$ cat config.mk
export PLATFORM = sky130hd
export DESIGN_NAME = pair_tlb
export DESIGN_NICKNAME = d
export VERILOG_FILES = /design/src/rtl/pair_tlb_pkg.sv /design/src/rtl/tlb_store.sv /design/src/rtl/tlb_match_cell.sv /design/src/rtl/tlb_prio_pick.sv /design/src/rtl/tlb_readback.sv /design/src/rtl/pair_tlb.sv
export SDC_FILE = /design/constraint.sdc
export NUM_CORES = 2
export LEC_CHECK = 0
export CAP_MARGIN = 15
export CORE_MARGIN = 5
export CORE_UTILIZATION = 50
export CTS_BUF_LIST = sky130_fd_sc_hd__clkbuf_2 sky130_fd_sc_hd__clkbuf_4 sky130_fd_sc_hd__clkbuf_8
export DETAILED_ROUTE_END_ITERATION = 8
export PLACE_DENSITY = 0.69
export SETUP_SLACK_MARGIN = 0.5
export SLEW_MARGIN = 20
export SYNTH_ARGS = -nofsm -noshare
export SYNTH_HDL_FRONTEND = slang
export SYNTH_HIERARCHICAL = 1
export SYNTH_SLANG_ARGS = --single-unit
$ cat constraint.sdc
create_clock -name clk -period 6.5 [get_ports clk]
set_clock_uncertainty 0.05 [all_clocks]
set_input_delay 1.625 -clock clk [delete_from_list [all_inputs] [get_ports clk]]
set_output_delay 1.625 -clock clk [all_outputs]
set_load 0.02 [all_outputs]
$ cat src/rtl/pair_tlb_pkg.sv
package pair_tlb_pkg;
  localparam int TLB_ENTRIES_DEF = 8;
  localparam int TLB_VPN_W_DEF   = 19;
  localparam int TLB_ASID_W_DEF  = 8;
  localparam int TLB_PFN_W_DEF   = 20;
  localparam int CATTR_W         = 3;
  localparam int HI_SHIFT        = 11;
  // packed half layout, low to high: global, valid, dirty, attribute, frame
  localparam int LO_G_BIT   = 0;
  localparam int LO_V_BIT   = 1;
  localparam int LO_D_BIT   = 2;
  localparam int LO_C_LSB   = 3;
  localparam int LO_PFN_LSB = LO_C_LSB + CATTR_W;
endpackage

$ cat src/rtl/tlb_store.sv
module tlb_store #(
  parameter int ENTRIES = 8,
  parameter int VPN_W   = 19,
  parameter int ASID_W  = 8,
  parameter int HALF_W  = 25,
  parameter int WIDX_W  = 4
) (
  input  logic                               clk,
  input  logic                               rst,
  input  logic                               flush,
  input  logic                               wr_en,
  input  logic [WIDX_W-1:0]                  wr_index,
  input  logic [VPN_W-1:0]                   wr_vpn,
  input  logic [VPN_W-1:0]                   wr_mask,
  input  logic [ASID_W-1:0]                  wr_asid,
  input  logic                               wr_g,
  input  logic [HALF_W-1:0]                  wr_h0,
  input  logic [HALF_W-1:0]                  wr_h1,
  output logic [ENTRIES-1:0][VPN_W-1:0]      vpn_tab,
  output logic [ENTRIES-1:0][VPN_W-1:0]      mask_tab,
  output logic [ENTRIES-1:0][ASID_W-1:0]     asid_tab,
  output logic [ENTRIES-1:0]                 g_tab,
  output logic [ENTRIES-1:0][HALF_W-1:0]     h0_tab,
  output logic [ENTRIES-1:0][HALF_W-1:0]     h1_tab
);
  for (genvar e = 0; e < ENTRIES; e++) begin : g_ent
    logic [VPN_W-1:0]  vpn_q;
    logic [VPN_W-1:0]  mask_q;
    logic [ASID_W-1:0] asid_q;
    logic              g_q;
    logic [HALF_W-1:0] h0_q;
    logic [HALF_W-1:0] h1_q;
    logic              sel;

    assign sel = wr_en && (wr_index == WIDX_W'(e));

    always_ff @(posedge clk) begin
      if (rst || flush) begin
        vpn_q  <= '0;
        mask_q <= '0;
        asid_q <= '0;
        g_q    <= 1'b0;
        h0_q   <= '0;
        h1_q   <= '0;
      end else if (sel) begin
        vpn_q  <= wr_vpn;
        mask_q <= wr_mask;
        asid_q <= wr_asid;
        g_q    <= wr_g;
        h0_q   <= wr_h0;
        h1_q   <= wr_h1;
      end
    end

    assign vpn_tab[e]  = vpn_q;
    assign mask_tab[e] = mask_q;
    assign asid_tab[e] = asid_q;
    assign g_tab[e]    = g_q;
    assign h0_tab[e]   = h0_q;
    assign h1_tab[e]   = h1_q;
  end
endmodule

$ cat src/rtl/tlb_match_cell.sv
module tlb_match_cell #(
  parameter int VPN_W  = 19,
  parameter int ASID_W = 8
) (
  input  logic [VPN_W-1:0]  lk_vpn,
  input  logic [ASID_W-1:0] lk_asid,
  input  logic [VPN_W-1:0]  ent_vpn,
  input  logic [VPN_W-1:0]  ent_mask,
  input  logic [ASID_W-1:0] ent_asid,
  input  logic              ent_g,
  output logic              match
);
  logic [VPN_W-1:0] diff;
  logic             page_ok;
  logic             space_ok;

  assign diff     = (lk_vpn ^ ent_vpn) & ~ent_mask;
  assign page_ok  = (diff == '0);
  assign space_ok = ent_g || (ent_asid == lk_asid);
  assign match    = page_ok && space_ok;
endmodule

$ cat src/rtl/tlb_prio_pick.sv
module tlb_prio_pick #(
  parameter int ENTRIES = 8,
  parameter int IDX_W   = 3
) (
  input  logic [ENTRIES-1:0] hits,
  output logic               any,
  output logic [IDX_W-1:0]   idx,
  output logic               multi
);
  always_comb begin
    any   = 1'b0;
    multi = 1'b0;
    idx   = '1;
    for (int i = 0; i < ENTRIES; i++) begin
      if (hits[i]) begin
        if (any) begin
          multi = 1'b1;
        end else begin
          any = 1'b1;
          idx = IDX_W'(i);
        end
      end
    end
  end
endmodule

$ cat src/rtl/tlb_readback.sv
module tlb_readback #(
  parameter int ENTRIES = 8,
  parameter int VPN_W   = 19,
  parameter int ASID_W  = 8,
  parameter int HALF_W  = 25,
  parameter int WIDX_W  = 4,
  parameter int SHIFT   = 11
) (
  input  logic                           clk,
  input  logic                           rst,
  input  logic [WIDX_W-1:0]              rd_index,
  input  logic [ENTRIES-1:0][VPN_W-1:0]  vpn_tab,
  input  logic [ENTRIES-1:0][VPN_W-1:0]  mask_tab,
  input  logic [ENTRIES-1:0][ASID_W-1:0] asid_tab,
  input  logic [ENTRIES-1:0]             g_tab,
  input  logic [ENTRIES-1:0][HALF_W-1:0] h0_tab,
  input  logic [ENTRIES-1:0][HALF_W-1:0] h1_tab,
  output logic [VPN_W+SHIFT-1:0]         rd_hi,
  output logic [VPN_W-1:0]               rd_mask,
  output logic [HALF_W:0]                rd_lo0,
  output logic [HALF_W:0]                rd_lo1
);
  localparam int HI_W = VPN_W + SHIFT;

  logic [HI_W-1:0]   hi_d;
  logic [VPN_W-1:0]  mask_d;
  logic [HALF_W:0]   lo0_d;
  logic [HALF_W:0]   lo1_d;

  always_comb begin
    hi_d   = '0;
    mask_d = '0;
    lo0_d  = '0;
    lo1_d  = '0;
    for (int i = 0; i < ENTRIES; i++) begin
      if (rd_index == WIDX_W'(i)) begin
        hi_d   = (HI_W'(vpn_tab[i]) << SHIFT) | HI_W'(asid_tab[i]);
        mask_d = mask_tab[i];
        lo0_d  = {h0_tab[i], g_tab[i]};
        lo1_d  = {h1_tab[i], g_tab[i]};
      end
    end
  end

  always_ff @(posedge clk) begin
    if (rst) begin
      rd_hi   <= '0;
      rd_mask <= '0;
      rd_lo0  <= '0;
      rd_lo1  <= '0;
    end else begin
      rd_hi   <= hi_d;
      rd_mask <= mask_d;
      rd_lo0  <= lo0_d;
      rd_lo1  <= lo1_d;
    end
  end
endmodule

$ cat src/rtl/pair_tlb.sv
module pair_tlb
  import pair_tlb_pkg::*;
#(
  parameter int ENTRIES = TLB_ENTRIES_DEF,
  parameter int VPN_W   = TLB_VPN_W_DEF,
  parameter int ASID_W  = TLB_ASID_W_DEF,
  parameter int PFN_W   = TLB_PFN_W_DEF,
  localparam int IDX_W  = $clog2(ENTRIES),
  localparam int WIDX_W = IDX_W + 1,
  localparam int HALF_W = PFN_W + CATTR_W + 2,
  localparam int LO_W   = HALF_W + 1,
  localparam int HI_W   = VPN_W + HI_SHIFT
) (
  input  logic               clk,
  input  logic               rst,
  input  logic [VPN_W-1:0]   lk_vpn,
  input  logic [ASID_W-1:0]  lk_asid,
  output logic               lk_hit,
  output logic [IDX_W-1:0]   lk_index,
  output logic               lk_multi,
  input  logic               wr_en,
  input  logic [WIDX_W-1:0]  wr_index,
  input  logic [VPN_W-1:0]   wr_vpn,
  input  logic [VPN_W-1:0]   wr_mask,
  input  logic [ASID_W-1:0]  wr_asid,
  input  logic               wr_g,
  input  logic [PFN_W-1:0]   wr_pfn0,
  input  logic [CATTR_W-1:0] wr_c0,
  input  logic               wr_d0,
  input  logic               wr_v0,
  input  logic [PFN_W-1:0]   wr_pfn1,
  input  logic [CATTR_W-1:0] wr_c1,
  input  logic               wr_d1,
  input  logic               wr_v1,
  input  logic               flush,
  input  logic [WIDX_W-1:0]  rd_index,
  output logic [HI_W-1:0]    rd_hi,
  output logic [VPN_W-1:0]   rd_mask,
  output logic [LO_W-1:0]    rd_lo0,
  output logic [LO_W-1:0]    rd_lo1
);
  logic [HALF_W-1:0]              wr_h0;
  logic [HALF_W-1:0]              wr_h1;
  logic [ENTRIES-1:0][VPN_W-1:0]  vpn_tab;
  logic [ENTRIES-1:0][VPN_W-1:0]  mask_tab;
  logic [ENTRIES-1:0][ASID_W-1:0] asid_tab;
  logic [ENTRIES-1:0]             g_tab;
  logic [ENTRIES-1:0][HALF_W-1:0] h0_tab;
  logic [ENTRIES-1:0][HALF_W-1:0] h1_tab;
  logic [ENTRIES-1:0]             hits;

  assign wr_h0 = {wr_pfn0, wr_c0, wr_d0, wr_v0};
  assign wr_h1 = {wr_pfn1, wr_c1, wr_d1, wr_v1};

  tlb_store #(
    .ENTRIES(ENTRIES), .VPN_W(VPN_W), .ASID_W(ASID_W),
    .HALF_W(HALF_W), .WIDX_W(WIDX_W)
  ) u_store (
    .clk(clk), .rst(rst), .flush(flush),
    .wr_en(wr_en), .wr_index(wr_index),
    .wr_vpn(wr_vpn), .wr_mask(wr_mask), .wr_asid(wr_asid), .wr_g(wr_g),
    .wr_h0(wr_h0), .wr_h1(wr_h1),
    .vpn_tab(vpn_tab), .mask_tab(mask_tab), .asid_tab(asid_tab),
    .g_tab(g_tab), .h0_tab(h0_tab), .h1_tab(h1_tab)
  );

  for (genvar e = 0; e < ENTRIES; e++) begin : g_cmp
    tlb_match_cell #(.VPN_W(VPN_W), .ASID_W(ASID_W)) u_cell (
      .lk_vpn(lk_vpn), .lk_asid(lk_asid),
      .ent_vpn(vpn_tab[e]), .ent_mask(mask_tab[e]),
      .ent_asid(asid_tab[e]), .ent_g(g_tab[e]),
      .match(hits[e])
    );
  end

  tlb_prio_pick #(.ENTRIES(ENTRIES), .IDX_W(IDX_W)) u_pick (
    .hits(hits), .any(lk_hit), .idx(lk_index), .multi(lk_multi)
  );

  tlb_readback #(
    .ENTRIES(ENTRIES), .VPN_W(VPN_W), .ASID_W(ASID_W),
    .HALF_W(HALF_W), .WIDX_W(WIDX_W), .SHIFT(HI_SHIFT)
  ) u_rb (
    .clk(clk), .rst(rst), .rd_index(rd_index),
    .vpn_tab(vpn_tab), .mask_tab(mask_tab), .asid_tab(asid_tab),
    .g_tab(g_tab), .h0_tab(h0_tab), .h1_tab(h1_tab),
    .rd_hi(rd_hi), .rd_mask(rd_mask), .rd_lo0(rd_lo0), .rd_lo1(rd_lo1)
  );
endmodule

==> impl_metrics.csv <==
group,metric,value,unit
global_route,grt-ovfl-total,0,
routing,drcViolationCount,0,
pwr,p_leak,0.0212,uW
timing,setup_tns,0,ns
timing,finalMaxSlewViolations,0,
final_layout,layout_common_cells,"nand2_1, mux2i_1, dfxtp_1, o22ai_1, clkdlybuf4s50_1",
job,maxCapViolations,0,
yosys,synth.distinct_cells,39,
routing,viasPerCell,5.86,
placement,hpwl,73200,um
yosys,async_reset_ff_share,0,%
global_route,grt_max_degree,98,
clock_network,cts_sinks,873,
clock_network,cts_inserted_buffers,149,
final_layout,fillers,6932,
critical_path,cp_common_cell,"nor2_1",
yosys,yosysWarnings,6,
global_route,antenna_found_initial,5,
final_layout,nNetsFinal,4271,
critical_path,cpMaxStageDelayCell,"or4_1",
timing,hold_viol,0,
hold_path,hold_depth,2,
floorplanning,pin_count,242,
critical_path,start_kind,"input port",
placement,place_inst,5034,
global_route,grt_pass1_wl,186000,um
critical_path,reg2reg_to,"u_rb/rd_mask[3]",
timing,max_freq,0.168,GHz
floorplanning,rows,103,
global_route,grt_usage,27.5,%
critical_path,crit_type,"in2out",
routing,routed_wl,122000,um
timing,grt_setup_unrepaired,"yes",
floorplanning,dieArea,0.0858,mm2
routing,drt_pass1_iterations,6,
placement,gp_congestion,0.913,
final_layout,layout-drive-gt1-share,11.0,%
timing,worst_slew_pin_slew,1.22,ns
hold_path,min_from,"u_store/g_ent[6].h0_q[4]",
yosys,synthFlopType,"dfxtp_1",
yosys,synth_top_area_cell,"dfxtp_1",
clock_network,insertion_delay,0.82,ns
yosys,synth-edff-count,0,
final_layout,regArea,0.0175,mm2
floorplanning,core_area,0.0791,mm2
critical_path,r2r_setup_slack,5.06,ns
clock_network,cts_hold_buf,0,
critical_path,worstPathRequired,4.83,ns
floorplanning,die_w,293,um
clock_network,cts_tree,"done",
critical_path,r2r_start,"u_store/g_ent[4].mask_q[3]",
routing,wl_per_cell,23.0,um
floorplanning,fp.dieH,293,um
yosys,ys_seq_elements,873,
yosys,synth_top_area_share,43.7,%
yosys,synth.area.top_cells,"dfxtp_1, mux2i_1, nand2_1, mux4_2, o22ai_1",
critical_path,end_kind,"primary output",
hold_path,hold_class,"reg2reg",
clock_network,clk_pin_slew,0.06,ns
clock_network,cts-root-buf,"clkbuf_8",
timing,setup_viol,0,
routing,postRouteAntennaNets,0,
floorplanning,initial_core_util,50.6,%
global_route,grt_pass1_vias,31356,
placement,io_buffers,238,
final_layout,stdcell_count,5296,
critical_path,reg2reg_depth,3,
critical_path,path_max_fanout,8,
clock_network,ctsLongestPathBuffers,3,
yosys,seq_area_frac_synth,43.7,%
critical_path,critPathArrivalTime,4.29,ns
critical_path,worstPathCellList,"clkdlybuf4s50_1 -> buf_12 -> xnor2_1 -> o22ai_1 -> or4_1 -> nor4_2 -> buf_4 -> nor2_1 -> nor2_1 -> nor3_1 -> o22ai_2 -> buf_2",
critical_path,crit_path_max_incr_delay,0.55,ns
routing,drt_iter0_drc,2977,
timing,finalCritPeriodShare,91.7,%
final_layout,final_common_cell,"nand2_1",
timing,slew_headroom,19.0,%
yosys,synth.cell_area,0.0400,mm2
clock_network,cts_max_level,4,
final_layout,multi_input_area,0.0210,mm2
yosys,synth_cells,3987,
routing,vias,31022,
pwr,vdd_drop_max,170,uV
pwr,pwr_density_cell,251,mW/mm2
final_layout,area_growth,15.8,%
status,status,"completed",
timing,period_needed,5.96,ns
yosys,avgSynthCellArea,10.0,um2
hold_path,holdPathEnd,"u_store/g_ent[6].h0_q[4]",
## flip-flops by register name, summed over array words and instances (netlist names)
name and cells:
u_store/g_ent.h0_q 200, u_rb/rd_lo0 26, u_rb/rd_lo1 25, u_rb/rd_hi 27
u_store/g_ent.asid_q 64, u_store/g_ent.vpn_q 152, u_rb/rd_mask 19, u_store/g_ent.g_q 8
u_store/g_ent.h1_q 200, u_store/g_ent.mask_q 152
## synth_stat cells, types with 12 or more instances
library cell / number
xor2_1: 64
mux4_2: 74
a21oi_1: 13
o22ai_1: 245
nor2_1: 45
clkbuf_1: 106
nor4_1: 16
dfxtp_1: 873
a21o_1: 60
nand2_1: 938
or4_1: 16
buf_1: 12
mux2i_1: 873
nand2b_1: 61
a22oi_1: 60
buf_6: 30
and4bb_1: 60
buf_4: 45
a2bb2oi_1: 60
buf_2: 134
xnor2_1: 152
## worst max path at each step
stage          cells after the start       end  slack, ns  startpoint
6_report                          12  lk_multi       0.54   lk_vpn[3]
5_1_grt                           12  lk_multi       0.40   lk_vpn[3]
2_1_floorplan                      8  lk_multi       1.46   lk_vpn[1]
3_5_place_dp                      10  lk_multi       0.04  lk_asid[7]
3_3_place_gp                      11  lk_multi       0.08   lk_vpn[1]
4_1_cts                           12  lk_multi       0.36  lk_vpn[16]
## repair_timing
action,4_1_cts,5_1_grt
setup buffers,0,0
endpoints found under the setup margin,5,5
gates resized for setup,17,21
pin swaps,1,3
## layer usage
| metal | GRT usage, % | wire, um |
|---|---|---|
| met5 | 0 | 14 |
| met4 | 10.8 | 4270 |
| met3 | 5.29 | 8840 |
| met2 | 44.5 | 56700 |
| met1 | 36.5 | 52100 |
## worst max-delay path: cells and delay by family
kind / cells / cell delay, ns
simple gates: 5 / 1.09
buf+inv: 4 / 1.05
compound gates: 2 / 0.38
xor+xnor: 1 / 0.13
## kinds of logic after synthesis
group	share of synthesized area (%)
buffers and inverters	4.49
other	0.00937
multiplexers	26.0
XOR/XNOR	4.73
AO/OA/AOI/OAI	7.88
flip-flops	43.7
AND/OR/NAND/NOR	13.2
## report_power, final
group,total (uW),switching [uW],internal (uW)
logic,973,589,384
clock network,5230,2330,2900
registers,5410,23.0,5390
## stage by stage
stage          setup WS [ns]  util [%]  hold slack [ns]  cell area (um2)  power (uW)
2_1_floorplan           1.46         -            0.382            40000        6100
3_3_place_gp          0.0797      54.5            0.390            43100        6490
3_5_place_dp          0.0380      54.5            0.397            43100        6490
4_1_cts                0.361      58.5            0.406            46300       11700
5_1_grt                0.399      58.6            0.419            46400       12000
6_report               0.539      58.6            0.403            46400       11600
## layout make-up
type	instances	share of cell area (%)
Antenna cell	2	0.0108
Tap cell	1050	2.83
Clock buffer	224	5.95
Multi-Input combinational cell	2787	45.2
Inverter	2	0.0162
Sequential cell	873	37.7
Clock inverter	36	0.861
Timing Repair Buffer	322	7.39
No activity file was read; power rests on OpenSTA's default activity.
